**src/rtl/fpdiv_pkg.sv**
```systemverilog
package fpdiv_pkg;
    localparam int EXP_W   = 8;
    localparam int FRAC_W  = 23;
    localparam int WORD_W  = 1 + EXP_W + FRAC_W;
    localparam int MANT_W  = FRAC_W + 1;
    localparam int QBITS   = MANT_W + 2;
    localparam int BIAS    = (1 << (EXP_W - 1)) - 1;
    localparam int EXP_MAX = (1 << EXP_W) - 1;
    localparam int CAUSE_W = 5;
    localparam int FLAG_W  = 5;

    localparam logic [WORD_W-1:0]  CANNED_NAN = {1'b1, {EXP_W{1'b1}}, 1'b1, {(FRAC_W-1){1'b0}}};
    localparam logic [CAUSE_W-1:0] CAUSE_FP   = 5'b00110;

    typedef enum logic [2:0] {
        CL_ZERO,
        CL_NORM,
        CL_DNZ,
        CL_INF,
        CL_QNAN,
        CL_SNAN
    } opclass_e;

    typedef struct packed {
        logic inval;
        logic divz;
        logic ovf;
        logic unf;
        logic dnz;
    } fflags_t;
endpackage

```
**src/rtl/fpdiv_classify.sv**
```systemverilog
module fpdiv_classify
    import fpdiv_pkg::*;
(
    input  logic [WORD_W-1:0] op,
    output opclass_e          cls
);
    logic [EXP_W-1:0]  ex;
    logic [FRAC_W-1:0] fr;

    always_comb begin
        ex = op[WORD_W-2 -: EXP_W];
        fr = op[FRAC_W-1:0];
        if (ex == '0) begin
            cls = (fr == '0) ? CL_ZERO : CL_DNZ;
        end else if (ex == {EXP_W{1'b1}}) begin
            if (fr == '0)            cls = CL_INF;
            else if (fr[FRAC_W-1])   cls = CL_QNAN;
            else                     cls = CL_SNAN;
        end else begin
            cls = CL_NORM;
        end
    end
endmodule

```
**src/rtl/fpdiv_iter.sv**
```systemverilog
module fpdiv_iter
    import fpdiv_pkg::*;
(
    input  logic              clk,
    input  logic              rst_n,
    input  logic              load,
    input  logic [MANT_W-1:0] dividend,
    input  logic [MANT_W-1:0] divisor,
    output logic [QBITS-1:0]  quo,
    output logic              rem_nz,
    output logic              running
);
    localparam int CW = $clog2(QBITS + 1);

    typedef struct packed {
        logic [MANT_W:0]  rem;
        logic [QBITS-1:0] quo;
        logic [CW-1:0]    cnt;
        logic             run;
    } iter_t;

    iter_t           it_d, it_q;
    logic [MANT_W:0] diff;
    logic            qbit;

    always_comb begin
        it_d = it_q;
        qbit = 1'b0;
        diff = it_q.rem;
        if (load) begin
            it_d.rem = {1'b0, dividend};
            it_d.quo = '0;
            it_d.cnt = '0;
            it_d.run = 1'b1;
        end else if (it_q.run) begin
            qbit     = (it_q.rem >= {1'b0, divisor});
            diff     = qbit ? (it_q.rem - {1'b0, divisor}) : it_q.rem;
            it_d.rem = {diff[MANT_W-1:0], 1'b0};
            it_d.quo = {it_q.quo[QBITS-2:0], qbit};
            it_d.cnt = it_q.cnt + 1'b1;
            if (it_q.cnt == CW'(QBITS - 1)) begin
                it_d.run = 1'b0;
            end
        end
    end

    always_ff @(posedge clk or negedge rst_n) begin
        if (!rst_n) it_q <= '0;
        else        it_q <= it_d;
    end

    assign quo     = it_q.quo;
    assign rem_nz  = |it_q.rem;
    assign running = it_q.run;

    // partial remainder always stays below twice the divisor
    a_r1_rem_bound: assert property (@(posedge clk) disable iff (!rst_n)
        it_q.run |-> (it_q.rem < {divisor, 1'b0}));

    // the loop stops after exactly QBITS steps
    a_r9_iter_count: assert property (@(posedge clk) disable iff (!rst_n)
        $fell(it_q.run) |-> (it_q.cnt == CW'(QBITS)));
endmodule

```
**src/rtl/fpdiv_round.sv**
```systemverilog
module fpdiv_round
    import fpdiv_pkg::*;
(
    input  logic [QBITS-1:0]  quo,
    input  logic              rem_nz,
    input  logic [EXP_W-1:0]  exp_a,
    input  logic [EXP_W-1:0]  exp_b,
    input  logic              sign,
    output logic [WORD_W-1:0] rounded,
    output logic              underflow,
    output logic              overflow
);
    localparam int EW = EXP_W + 3;

    logic                 norm;
    logic [MANT_W-1:0]    mant;
    logic                 guard;
    logic                 sticky;
    logic                 up;
    logic [MANT_W:0]      mant_r;
    logic [FRAC_W-1:0]    frac;
    logic signed [EW-1:0] e_pre;
    logic signed [EW-1:0] e_fin;

    always_comb begin
        norm   = quo[QBITS-1];
        mant   = norm ? quo[QBITS-1:2] : quo[QBITS-2:1];
        guard  = norm ? quo[1] : quo[0];
        sticky = rem_nz | (norm & quo[0]);
        up     = guard & (sticky | mant[0]);
        mant_r = {1'b0, mant} + {{MANT_W{1'b0}}, up};
        e_pre  = EW'(exp_b) - EW'(exp_a) + EW'(BIAS) - {{(EW-1){1'b0}}, ~norm};
        e_fin  = e_pre + {{(EW-1){1'b0}}, mant_r[MANT_W]};
        frac   = mant_r[MANT_W] ? '0 : mant_r[FRAC_W-1:0];
        underflow = (e_pre < 1);
        overflow  = !underflow && (e_fin >= EXP_MAX);
        rounded   = {sign, e_fin[EXP_W-1:0], frac};
    end
endmodule

```
**src/rtl/fpdiv_unit.sv**
```systemverilog
module fpdiv_unit
    import fpdiv_pkg::*;
#(
    parameter bit AREA_OPT = 1'b0
) (
    input  logic               clk,
    input  logic               rst_n,
    input  logic               start,
    input  logic               trap_en,
    input  logic [WORD_W-1:0]  opnd_a,
    input  logic [WORD_W-1:0]  opnd_b,
    output logic               busy,
    output logic               done,
    output logic [WORD_W-1:0]  result,
    output logic               exc,
    output logic [CAUSE_W-1:0] cause,
    output logic [FLAG_W-1:0]  op_flags,
    output logic [FLAG_W-1:0]  sticky_flags
);
    localparam int LAT   = AREA_OPT ? 30 : 28;
    localparam int CNT_W = $clog2(LAT);

    typedef struct packed {
        logic               busy;
        logic               done;
        logic               exc;
        logic               trap;
        logic [CNT_W-1:0]   cnt;
        logic [WORD_W-1:0]  a;
        logic [WORD_W-1:0]  b;
        logic [WORD_W-1:0]  result;
        logic [CAUSE_W-1:0] cause;
        fflags_t            op_flags;
        fflags_t            sticky;
    } unit_t;

    unit_t             st_d, st_q;
    opclass_e          cls_a, cls_b;
    logic              accept;
    logic [QBITS-1:0]  it_quo;
    logic              it_rem_nz;
    logic              it_running;
    logic [WORD_W-1:0] rnd_word;
    logic              rnd_unf, rnd_ovf;
    logic              q_sign;
    logic [WORD_W-1:0] fin_res;
    fflags_t           fin_flags;
    logic              fin_exc;

    fpdiv_classify u_cls_a (.op(st_q.a), .cls(cls_a));
    fpdiv_classify u_cls_b (.op(st_q.b), .cls(cls_b));

    assign accept = start && !st_q.busy;

    fpdiv_iter u_iter (
        .clk      (clk),
        .rst_n    (rst_n),
        .load     (accept),
        .dividend ({1'b1, opnd_b[FRAC_W-1:0]}),
        .divisor  ({1'b1, st_q.a[FRAC_W-1:0]}),
        .quo      (it_quo),
        .rem_nz   (it_rem_nz),
        .running  (it_running)
    );

    assign q_sign = st_q.a[WORD_W-1] ^ st_q.b[WORD_W-1];

    fpdiv_round u_round (
        .quo       (it_quo),
        .rem_nz    (it_rem_nz),
        .exp_a     (st_q.a[WORD_W-2 -: EXP_W]),
        .exp_b     (st_q.b[WORD_W-2 -: EXP_W]),
        .sign      (q_sign),
        .rounded   (rnd_word),
        .underflow (rnd_unf),
        .overflow  (rnd_ovf)
    );

    // Special-case resolution in fixed priority order
    always_comb begin
        fin_res   = CANNED_NAN;
        fin_flags = '0;
        if (cls_a == CL_DNZ || cls_b == CL_DNZ) begin
            fin_flags.dnz = 1'b1;
        end else if (cls_a == CL_SNAN || cls_b == CL_SNAN ||
                     (cls_a == CL_ZERO && cls_b == CL_ZERO) ||
                     (cls_a == CL_INF && cls_b == CL_INF)) begin
            fin_flags.inval = 1'b1;
        end else if (cls_a == CL_QNAN || cls_b == CL_QNAN) begin
            fin_res = CANNED_NAN;
        end else if (cls_a == CL_ZERO && cls_b != CL_INF) begin
            fin_res        = {q_sign, {EXP_W{1'b1}}, {FRAC_W{1'b0}}};
            fin_flags.divz = 1'b1;
        end else if (cls_b == CL_INF) begin
            fin_res = {q_sign, {EXP_W{1'b1}}, {FRAC_W{1'b0}}};
        end else if (cls_a == CL_INF || cls_b == CL_ZERO) begin
            fin_res = {q_sign, {(WORD_W-1){1'b0}}};
        end else if (rnd_unf) begin
            fin_res       = {q_sign, {(WORD_W-1){1'b0}}};
            fin_flags.unf = 1'b1;
        end else if (rnd_ovf) begin
            fin_res       = {q_sign, {EXP_W{1'b1}}, {FRAC_W{1'b0}}};
            fin_flags.ovf = 1'b1;
        end else begin
            fin_res = rnd_word;
        end
        fin_exc = |fin_flags;
    end

    always_comb begin
        st_d      = st_q;
        st_d.done = 1'b0;
        st_d.exc  = 1'b0;
        if (accept) begin
            st_d.busy = 1'b1;
            st_d.cnt  = CNT_W'(LAT - 1);
            st_d.a    = opnd_a;
            st_d.b    = opnd_b;
            st_d.trap = trap_en;
        end else if (st_q.busy) begin
            if (st_q.cnt == '0) begin
                st_d.busy     = 1'b0;
                st_d.done     = 1'b1;
                st_d.exc      = fin_exc;
                st_d.op_flags = fin_flags;
                st_d.sticky   = st_q.sticky | fin_flags;
                if (fin_exc) begin
                    st_d.cause = CAUSE_FP;
                end
                if (!(fin_exc && st_q.trap)) begin
                    st_d.result = fin_res;
                end
            end else begin
                st_d.cnt = st_q.cnt - 1'b1;
            end
        end
    end

    always_ff @(posedge clk or negedge rst_n) begin
        if (!rst_n) st_q <= '0;
        else        st_q <= st_d;
    end

    assign busy         = st_q.busy;
    assign done         = st_q.done;
    assign result       = st_q.result;
    assign exc          = st_q.exc;
    assign cause        = st_q.cause;
    assign op_flags     = st_q.op_flags;
    assign sticky_flags = st_q.sticky;

    // completion pulse lasts one cycle
    a_r9_done_single: assert property (@(posedge clk) disable iff (!rst_n)
        st_q.done |=> !st_q.done);

    // completion only follows a busy period
    a_r9_done_after_busy: assert property (@(posedge clk) disable iff (!rst_n)
        st_q.done |-> $past(st_q.busy));

    // the mantissa loop has finished before the result is taken
    a_r9_loop_finished: assert property (@(posedge clk) disable iff (!rst_n)
        (st_q.busy && st_q.cnt == '0) |-> !it_running);

    // an exception always carries the floating-point cause code
    a_r11_cause_code: assert property (@(posedge clk) disable iff (!rst_n)
        st_q.exc |-> (st_q.cause == CAUSE_FP));

    // a trapped exception leaves the result register untouched
    a_r11_trap_hold: assert property (@(posedge clk) disable iff (!rst_n)
        (st_q.exc && st_q.trap) |-> $stable(st_q.result));

    // an operation without flags raises no exception
    a_r4_no_flag_no_exc: assert property (@(posedge clk) disable iff (!rst_n)
        (st_q.done && st_q.op_flags == '0) |-> !st_q.exc);

    // sticky flags never drop a bit outside reset
    a_r12_sticky_keep: assert property (@(posedge clk) disable iff (!rst_n)
        (($past(st_q.sticky) & ~st_q.sticky) == '0));
endmodule

```
**config.mk**
```make
export PLATFORM = sky130hd
export DESIGN_NAME = fpdiv_unit
export DESIGN_NICKNAME = d
export VERILOG_FILES = /design/src/rtl/fpdiv_pkg.sv /design/src/rtl/fpdiv_classify.sv /design/src/rtl/fpdiv_iter.sv /design/src/rtl/fpdiv_round.sv /design/src/rtl/fpdiv_unit.sv
export SDC_FILE = /design/constraint.sdc
export NUM_CORES = 1
export LEC_CHECK = 0
export BUFFER_PORTS_ARGS = -buffer_cell sky130_fd_sc_hd__buf_2
export CAP_MARGIN = 25
export CORE_ASPECT_RATIO = 0.75
export CORE_UTILIZATION = 50
export CTS_BUF_LIST = sky130_fd_sc_hd__clkbuf_4 sky130_fd_sc_hd__clkbuf_8
export CTS_CLUSTER_DIAMETER = 60
export DETAILED_ROUTE_END_ITERATION = 10
export PLACE_DENSITY = 0.7
export SETUP_SLACK_MARGIN = 0.5
export SLEW_MARGIN = 20
export SYNTH_ARGS = -nofsm -noshare
export SYNTH_HDL_FRONTEND = slang
export SYNTH_SLANG_ARGS = --single-unit
```
**constraint.sdc**
```tcl
create_clock -name clk -period 7.95 [get_ports clk]
set_input_delay 1.9875 -clock clk [delete_from_list [all_inputs] [get_ports clk]]
set_output_delay 1.9875 -clock clk [all_outputs]
set_load 0.01 [all_outputs]
```
# [Word level (Yosys, flattened, before mapping)]
# Cells that the tools add are included.
[totals] output_inout_bits=50 inputBits=68 ff_bits=173
[op_classes] n_lt_le_gt_ge=3 add_sub_neg=8 n_mux=44 bitwise=9 n_eq_ne=13 reduce_logical=29
[ops] cell="$mux W31" n=5
[ops] cell="$mux W57" n=2
[ops] cell="$mux W32" n=3
[ops] cell="$mux W24" n=2
[ops] cell="$logic_not A23 Y1" n=2
[ops] cell="$mux W3" n=10
[ops] cell="$add A24 B1 Y25" n=1
[ops] cell="$ge A25 B24 Y1" n=1
[ops] cell="$reduce_or A25 Y1" n=1
[ops] cell="$sub A24 B24 Y24" n=1
[ops] cell="$mux W23" n=1
[ops] cell="$eq A8 B8 Y1 const B" n=2
[ops] cell="$logic_not A8 Y1" n=2
[ops] cell="$mux W5" n=3
[ops] cell="$eq A3 B2 Y1 const B" n=4
[ops] cell="$eq A3 B3 Y1 const B" n=4
[ops] cell="$mux W2" n=6
[ops] cell="$add A11 B1 Y11" n=1
[ops] cell="$add A11 B7 Y11 const B" n=1
[ops] cell="$ge A11 B9 Y1 const B" n=1
[ops] cell="$lt A11 B2 Y1 const B" n=1
[ops] cell="$mux W1" n=11
[ops] cell="$sub A11 B1 Y11" n=1
[ops] cell="$sub A8 B8 Y9" n=1
[ops] cell="other kinds (21)" n=39

# [Logic depth before layout (Yosys ltp)]
# Gate-level depths: netlist of run 1.
[logic_depth] depth_word=20 mapped_depth=25

# [Modules after synthesis]
# A second synthesis of run 1 with hierarchy kept.
[unflattened] hier_cells=1325 area_unflattened_um2=11686.2
[by_module_without_submodules] module="fpdiv_unit" seq_area_each_um2=2902.8 cells_each=534 instances=1 area_per_inst_um2=5220.0
[by_module_without_submodules] module="fpdiv_iter" seq_area_each_um2=1426.4 cells_each=472 instances=1 area_per_inst_um2=4192.8
[by_module_without_submodules] module="fpdiv_round" seq_area_each_um2=0.0 cells_each=281 instances=1 area_per_inst_um2=2035.7
[by_module_without_submodules] module="fpdiv_classify" seq_area_each_um2=0.0 cells_each=19 instances=2 area_per_inst_um2=118.9

# [Worst setup path after synthesis of run 1]
# No wires, ideal clock.
[synth_timing] path_kind="register to register" from="register u_iter.it_q, in the netlist u_iter.quo[25]" to="register st_q, in the netlist result[22]" setup_ns=0.082 stages_incl_launch_ff=25 arrival_time_ns=6.115 slack_ns=1.753 n_path_buf=5 path_cell_list="dfrtp_1 > buf_1 > clkbuf_1 > buf_1 > clkbuf_1 > clkbuf_1 > mux2_2 > ha_1 > nand3_1 > nor3_1 > and4_1 > nand2_1 > nor2_1 > and2_1 > o2111a_1 > ha_1 > ha_1 > nor3b_1 > nand4_1 > nor4_1 > mux2i_1 > o211a_2 > or3_4 > or4b_1 > a31oi_1"
[synth_via] elab_chain_len=20 word_cells_on_any_way=36
[synth_lines] item="start: declaration" line="fpdiv_iter.sv:22" text="iter_t it_d, it_q;"
[synth_lines] item="start signal: assignment" line="fpdiv_iter.sv:49" text="else it_q <= it_d;"
[synth_lines] item="$and A1 B1 Y1" line="fpdiv_round.sv:29" text="sticky = rem_nz | (norm & quo[0]);"
[synth_lines] item="$or A1 B1 Y1" line="fpdiv_round.sv:29"
[synth_lines] item="$or A1 B1 Y1" line="fpdiv_round.sv:30" text="up = guard & (sticky | mant[0]);"
[synth_lines] item="$and A1 B1 Y1" line="fpdiv_round.sv:30"
[synth_lines] item="$add A24 B1 Y25" line="fpdiv_round.sv:31" text="mant_r = {1'b0, mant} + {{MANT_W{1'b0}}, up};"
[synth_lines] item="$add A11 B1 Y11" line="fpdiv_round.sv:33" text="e_fin = e_pre + {{(EW-1){1'b0}}, mant_r[MANT_W]};"
[synth_lines] item="$ge A11 B9 Y1" line="fpdiv_round.sv:36" text="overflow = !underflow && (e_fin >= EXP_MAX);"
[synth_lines] item="$logic_and A1 B1 Y1" line="fpdiv_round.sv:36"
[synth_lines] item="[... 4 more ...]"
[synth_lines] item="$mux W2" line="fpdiv_unit.sv:91" text="end else if (cls_a == CL_ZERO && cls_b != CL_INF) begin"
[synth_lines] item="$mux W3" line="fpdiv_unit.sv:89" text="end else if (cls_a == CL_QNAN || cls_b == CL_QNAN) begin"
[synth_lines] item="$mux W3" line="fpdiv_unit.sv:85" text="end else if (cls_a == CL_SNAN || cls_b == CL_SNAN ||"
[synth_lines] item="$mux W4" line="fpdiv_unit.sv:83" text="if (cls_a == CL_DNZ || cls_b == CL_DNZ) begin"
[synth_lines] item="$reduce_or A5 Y1" line="fpdiv_unit.sv:107" text="fin_exc = |fin_flags;"
[synth_lines] item="$logic_and A1 B1 Y1" line="fpdiv_unit.sv:130" text="if (!(fin_exc && st_q.trap)) begin"
[synth_lines] item="$not A1 Y1 (no line)"
[synth_lines] item="$reduce_and A4 Y1 (no line)"
[synth_lines] item="end signal: assignment" line="fpdiv_unit.sv:141" text="else st_q <= st_d;"
[synth_lines] item="end: declaration" line="fpdiv_unit.sv:37" text="unit_t st_d, st_q;"
# Parallel ways exist; a longest one is shown, timed or not.
# A chain may end at the register's enable or synchronous reset.

# [Worst setup path in the final report of run 1]
[layout_timing] from="register u_iter.it_q, in the netlist u_iter.quo[25]" to="register st_q, in the netlist result[21]"
# The elaborated chain is that of the path after synthesis.

==> impl_metrics.csv, run 1 <==
group,metric,value,unit
setup_path,slowest_stage,"nor4_4",
routing,drtPass1Iterations,7,
logic_synthesis,synth-seq-cells,173,
logic_synthesis,yosys-top-cells-count,"nand2_1 (200), dfrtp_1 (173), o21ai_0 (101)",
clock_network,clk_pin_slew,0.11,ns
timing,fin_skew,0.0165,ns
finish,multi_input_area,5820,um2
setup_path,path_class,"reg -> reg",
routing,routed_wl,27800,um
timing,slew_viol_final,0,
timing,fin_crit_sh,74.2,%
logic_synthesis,syn_avg_cell_area,8.59,um2
grt,first_global_vias,8638,
setup_path,cp-start-kind,"register",
logic_synthesis,synth_adder_area_share,5.68,%
timing,setup_tns,0,ns
die,core_area,21300,um2
logic_synthesis,synth-main-ff-cell,"dfrtp_1",
timing,slew-limit-headroom,34.7,%
setup_path,worst-path-buf-inv,1,
run,drv_cap,0,
placement,io_buffers,114,
setup_path,ff2ff_path_depth,21,
die,rows,46,
routing,num_vias,9261,
placement,place_ws,1.86,ns
timing,period_minus_slack,5.90,ns
setup_path,arrival,6.33,ns
finish,seqCellArea,4330,um2
routing,vias_per_cell,5.71,
logic_synthesis,synth_warnings,0,
finish,area_growth,8.16,%
setup_path,crit_path_cell_trace,"nand2b_1 > a21boi_0 > ha_1 > nand3_1 > nor3_1 > and4_1 > nand2_1 > nor2_1 > and2_1 > o2111a_1 > ha_1 > ha_1 > nor3b_1 > nand4_1 > a211oi_1 > mux2i_1 > o211a_2 > or3_4 > nor4_4 > buf_4 > a32o_1",
run_status,outcome,"finished clean",
logic_synthesis,synth_top_family_by_area,"simple AND/OR/NAND/NOR gates",
finish,layout-drive-gt1-share,13.7,%
routing,wl_per_cell,17.1,um
clock_network,cts_hold_buffers,0,
logic_synthesis,synth-compound-area-share,17.8,%
clock_network,cts.htree.levels,4,
logic_synthesis,yosysSeqAreaShare,39.5,%
routing,drt_iter0_markers,822,
setup_path,path_delay_family,"simple AND/OR/NAND/NOR gates",
finish,n_antenna_cell,0,
clock_network,clockRootBuffer,"clkbuf_8",
grt,grt_pass1_wl,45600,um
die,die-area,22500,um2
clock_network,clkLatencyLatePin,0.49,ns
logic_synthesis,synthMuxAreaShare,3.98,%
setup_path,endpoint_kind,"register",
grt,grt_antenna_before_repair,0,
setup_path,cp_slowest_stage_delay,0.51,ns
logic_synthesis,yosysTopAreaCell,"dfrtp_1",
die,start_util,51.5,%
timing,rsz0062_at_grt,"false",
logic_synthesis,yosys.area_share.simple,20.3,%
min_path,hold_path_class,"reg -> reg",
routing,post-route-drc-count,0,
grt,grt_max_degree,82,
grt,track_usage,25.5,%
clock_network,post_cts_buffers,0,
timing,fin_ws,2.05,ns
finish,n_fill_cell,2003,
timing,worst_slew_pin_slew,0.976,ns
logic_synthesis,async_flop_share,100,%
logic_synthesis,synth.most_common_cell,"nand2_1",
routing,antenna_left,0,
clock_network,ctsResizeCount,0,
placement,hpwl,20200,um
clock_network,cts_buffers,17,
clock_network,cts_tree,"done",
setup_path,crit_top_cell,"ha_1",
placement,place_congestion,0.933,
setup_path,cp_data_required_time,8.38,ns
finish,final_net_count,1436,
logic_synthesis,synth_edf_count,0,
setup_path,crit_cells,21,
die,die_h,130,um
logic_synthesis,synth_area,11000,um2
timing,fmax,170,MHz
setup_path,crit_fanout,15,
clock_network,cts_sinks,173,
logic_synthesis,yosysUniqueCellTypes,69,
logic_synthesis,synth_area_leaders,"dfrtp_1 (39%), nand2_1 (6.8%), ha_1 (5.1%)",
die,die_x,173,um
logic_synthesis,syn_inst,1276,
logic_synthesis,synth_xor_area_share,5.03,%
logic_synthesis,synth.top_cell.area_share,39.5,%
clock_network,clockBufferDepth,2,
timing,timing_hold_violations_final,0,
grt,grt_overflow,0,
min_path,holdPathStages,1,
die,ios,118,
timing,setup_violations,0,
## layout by cell type, fill, tap and decap left out, types with 23 or more instances in the layout
| cell type | n |
|---|---|
| nor3_1 | 31 |
| xnor2_1 | 39 |
| nor2_1 | 97 |
| nand3_1 | 32 |
| ha_1 | 45 |
| inv_1 | 71 |
| nor4_1 | 23 |
| buf_2 | 113 |
| xor2_1 | 24 |
| o21ai_0 | 101 |
| dfrtp_1 | 171 |
| a21oi_1 | 51 |
| mux2i_1 | 38 |
| a211oi_1 | 23 |
| nand2_1 | 200 |
## path summary, 6_finish.rpt
path                                             start                     endpoint  slack (ns)
max in group asynchronous                        rst_n   u_iter.quo[25]$_DFFE_PN0P_        5.18
hold / removal             sticky_flags[4]$_DFFE_PN0P_  sticky_flags[4]$_DFFE_PN0P_        0.47
min in group asynchronous                        rst_n         st_q[59]$_DFFE_PN0P_        1.50
setup reg to reg            u_iter.quo[25]$_DFFE_PN0P_       result[21]$_DFFE_PN0P_        2.05
setup / recovery            u_iter.quo[25]$_DFFE_PN0P_       result[21]$_DFFE_PN0P_        2.05
hold reg to reg            sticky_flags[4]$_DFFE_PN0P_  sticky_flags[4]$_DFFE_PN0P_        0.47
## state kept, by name, summed over array words and instances, names as in the netlist, 5 cells and up
signal / flops
st_q: 70
sticky_flags: 5
result: 32
op_flags: 5
u_iter.it_q: 30
u_iter.quo: 26
## per-stage QoR
stage	hold WS (ns)	instances	util [%]	cell area, um2
5_1_grt	0.496	1621	55.7	11900
2_1_floorplan	0.429	1278	-	11000
6_report	0.475	1621	55.7	11900
3_5_place_dp	0.446	1587	53.7	11400
4_1_cts	0.474	1619	55.6	11800
3_3_place_gp	0.442	1587	53.7	11400
## worst reg2reg max path: stages (launching register included)
cell and delay (ns):
dfrtp_2 0.45, nand2b_1 0.22, a21boi_0 0.20, ha_1 0.26
nand3_1 0.11, nor3_1 0.44, and4_1 0.30, nand2_1 0.10
nor2_1 0.27, and2_1 0.28, o2111a_1 0.31, ha_1 0.20
ha_1 0.17, nor3b_1 0.32, nand4_1 0.23, a211oi_1 0.24
mux2i_1 0.13, o211a_2 0.18, or3_4 0.43, nor4_4 0.51
buf_4 0.31, a32o_1 0.19
## kinds of logic (layout without fill, tap and decap cells)
family | after synthesis | after routing
other | 1 | 3
adder cells (fa/ha/maj) | 48 | 48
XOR/XNOR | 63 | 63
AO/OA/AOI/OAI | 297 | 297
multiplexers | 43 | 43
buffers and inverters | 175 | 230
AND/OR/NAND/NOR | 476 | 476
flip-flops | 173 | 173
## layout make-up
type | instances | area share, %
Clock inverter | 15 | 1.42
Multi-Input combinational cell | 930 | 49.1
Tap cell | 288 | 3.04
Timing Repair Buffer | 127 | 5.73
Sequential cell | 173 | 36.5
Inverter | 71 | 2.25
Clock buffer | 17 | 1.97
## layer usage
layer / vias to the layer above / track usage (%) / share of wire (%)
li1: 4523 / - / -
met1: 4434 / 38.3 / 50
met2: 288 / 37.7 / 42
met3: 16 / 5.71 / 7.1
met4: 0 / 4.95 / 0.66
met5: - / 0 / 0
Power of run 1 is left out: the tool's default activity adds up to more than one toggle a clock period on the data nets, which glitch-free logic cannot reach.
==> run 2, diff against run 1 <==
ABC_AREA = 1   (was not set)
clock period = 5.9 ns   (was 7.95 ns; I/O delays follow)
==> impl_metrics.csv, run 2 <==
group,metric,value,unit
setup_path,ff2ff_path_depth,26,
clock_network,clk_pin_slew,0.10,ns
setup_path,critPathLaunch,"u_iter.quo[25]$_DFFE_PN0P_",
routing,routed_wl,25800,um
die,start_util,51.0,%
clock_network,clkLatencyLatePin,0.47,ns
routing,antenna_left,0,
grt,grt_pass1_wl,42900,um
timing,worst_slew_pin_slew,0.839,ns
setup_path,endpoint_kind,"register",
logic_synthesis,synth_area_leaders,"dfrtp_1 (40%), nand2_1 (14%), inv_1 (6.0%)",
finish,largest_reg_flops,70,
setup_path,cp-start-kind,"register",
logic_synthesis,yosys-top-cells-count,"nand2_1 (416), dfrtp_1 (173), inv_1 (172)",
logic_synthesis,syn_avg_cell_area,7.39,um2
clock_network,cts.htree.levels,4,
run,drv_cap,0,
logic_synthesis,yosysUniqueCellTypes,46,
run_status,outcome,"finished clean",
logic_synthesis,yosysTopAreaCell,"dfrtp_1",
clock_network,ctsResizeCount,0,
setup_path,rrSetupSlack,1.13,ns
setup_path,cp_data_required_time,6.26,ns
setup_path,arrival,5.13,ns
timing,fmax,210,MHz
clock_network,post_cts_buffers,0,
logic_synthesis,yosysSeqAreaShare,40.1,%
clock_network,clockRootBuffer,"clkbuf_8",
finish,n_antenna_cell,0,
setup_path,crit_cells,26,
clock_network,clockBufferDepth,2,
clock_network,cts_buffers,17,
finish,area_growth,8.06,%
grt,track_usage,24.4,%
die,die_x,172,um
routing,vias_per_cell,5.25,
setup_path,path_class,"reg -> reg",
timing,setup_tns,0,ns
logic_synthesis,synth-seq-cells,173,
setup_path,crit_fanout,33,
logic_synthesis,async_flop_share,100,%
finish,layout_common_cells,"nand2_1 (416), dfrtp_1 (173), inv_1 (171)",
setup_path,slowest_stage,"dfrtp_1",
finish,multi_input_area,5260,um2
clock_network,cts_sinks,173,
logic_synthesis,synth.top_cell.area_share,40.1,%
setup_path,crit_path_end,"result[22]$_DFFE_PN0P_",
setup_path,path_delay_family,"simple AND/OR/NAND/NOR gates",
die,ios,118,
setup_path,r2r-start,"u_iter.quo[25]$_DFFE_PN0P_",
die,die_h,129,um
die,rows,46,
logic_synthesis,synth-main-ff-cell,"dfrtp_1",
routing,drtPass1Iterations,5,
finish,n_fill_cell,2045,
timing,fin_crit_sh,80.9,%
grt,first_global_vias,8787,
grt,grt_overflow,0,
logic_synthesis,synth.most_common_cell,"nand2_1",
routing,wl_per_cell,14.2,um
logic_synthesis,synth_edf_count,0,
die,core_area,21200,um2
timing,period_minus_slack,4.77,ns
routing,drt_iter0_markers,701,
placement,io_buffers,114,
timing,timing_hold_violations_final,0,
timing,slew-limit-headroom,44.0,%
finish,final_net_count,1631,
grt,grt_max_degree,81,
setup_path,r2r-end,"result[22]$_DFFE_PN0P_",
placement,hpwl,19200,um
clock_network,cts_tree,"done",
placement,place_congestion,0.923,
finish,seqCellArea,4330,um2
min_path,hold_path_class,"reg -> reg",
die,die-area,22200,um2
timing,rsz0062_at_grt,"false",
setup_path,crit_top_cell,"nand2_1",
timing,setup_violations,0,
logic_synthesis,synth_warnings,0,
timing,slew_viol_final,0,
routing,post-route-drc-count,0,
finish,regMostFlops,"st_q",
grt,grt_antenna_before_repair,0,
timing,fin_skew,0.0184,ns
clock_network,cts_hold_buffers,0,
setup_path,cp_slowest_stage_delay,0.54,ns
finish,final_common_cell,"nand2_1",
logic_synthesis,synth_area,10800,um2
finish,layout-drive-gt1-share,11.8,%
routing,num_vias,9527,
setup_path,worst-path-buf-inv,2,
logic_synthesis,syn_inst,1462,
-- run 2: cell count changes after synthesis, moves of 22 or more --
cell,delta
a211oi_1,-23
a22o_1,-22
clkbuf_1,-24
inv_1,+101
mux2i_1,-38
nand2_1,+216
nand3_1,+73
o21ai_0,+22
o22ai_1,+28
-- run 2: stage by stage --
step	setup WS (ns)	utilization [%]	hold slack, ns	instance area, um2	cells
after floorplan	2.06	-	0.434	10800	1464
after global placement	1.45	53.2	0.443	11300	1783
after detailed placement	1.26	53.2	0.453	11300	1783
after CTS	1.22	55.0	0.474	11700	1815
after global routing	0.502	55.1	0.496	11700	1816
final	1.13	55.1	0.468	11700	1816
-- run 2: final cells by class --
cell class	count	share of cell area, %
clock inverters	12	1.05
repair buffers	125	5.71
inverters	174	5.61
well taps	288	3.09
clock buffers	20	2.36
flip-flops and latches	173	37.1
multi-input cells	1024	45.1
-- run 2: cell families after synthesis --
kind of cell	after synthesis	synth area share, %
simple gates	693	27.3
buf+inv	267	11.3
compound gates	234	11.8
flops	173	40.1
fa+ha+maj	48	5.77
xor+xnor	46	3.73
other cells	1	0.0347
-- run 2: layer usage --
metal  track usage [%]  routed length [um]  vias up
li1                  -                   -     4819
met1              36.7               13100     4408
met2              35.1               10500      267
met3              5.68                1820       33
met4              6.51                 383        0
met5                 0                   0        -
-- run 2: worst min path at each step --
| stage | start | cells after the start | endpoint | slack, ns |
|---|---|---|---|---|
| after CTS | u_iter.it_q[4]$_DFFE_PN0P_ | 1 | u_iter.it_q[4]$_DFFE_PN0P_ | 0.47 |
| after global routing | sticky_flags[2]$_DFFE_PN0P_ | 2 | sticky_flags[2]$_DFFE_PN0P_ | 0.50 |
| final | sticky_flags[2]$_DFFE_PN0P_ | 2 | sticky_flags[2]$_DFFE_PN0P_ | 0.47 |
| after floorplan | u_iter.it_q[4]$_DFFE_PN0P_ | 1 | u_iter.it_q[4]$_DFFE_PN0P_ | 0.43 |
| after global placement | sticky_flags[1]$_DFFE_PN0P_ | 2 | sticky_flags[1]$_DFFE_PN0P_ | 0.44 |
| after detailed placement | result[31]$_DFFE_PN0P_ | 2 | result[31]$_DFFE_PN0P_ | 0.45 |
-- run 2: worst reg2reg max path, stage by stage, from the launching register on --
cell	delay, ns
dfrtp_1	0.54
o21ai_0	0.32
nand2_1	0.13
inv_1	0.09
ha_1	0.14
inv_1	0.06
nor2_1	0.16
nand3_1	0.13
nor2_1	0.17
nand3_1	0.12
nor2_1	0.15
nand2_1	0.14
nor3_1	0.23
ha_1	0.22
ha_1	0.18
nand2_1	0.08
nor3_1	0.24
nand3_1	0.16
nand3b_1	0.20
nand2_1	0.07
nand3_1	0.13
nand4_1	0.14
nand2_2	0.09
nand2_4	0.27
nand2_4	0.30
nand2_1	0.15
nand2_1	0.06
Power of run 2 is left out for the same reason.
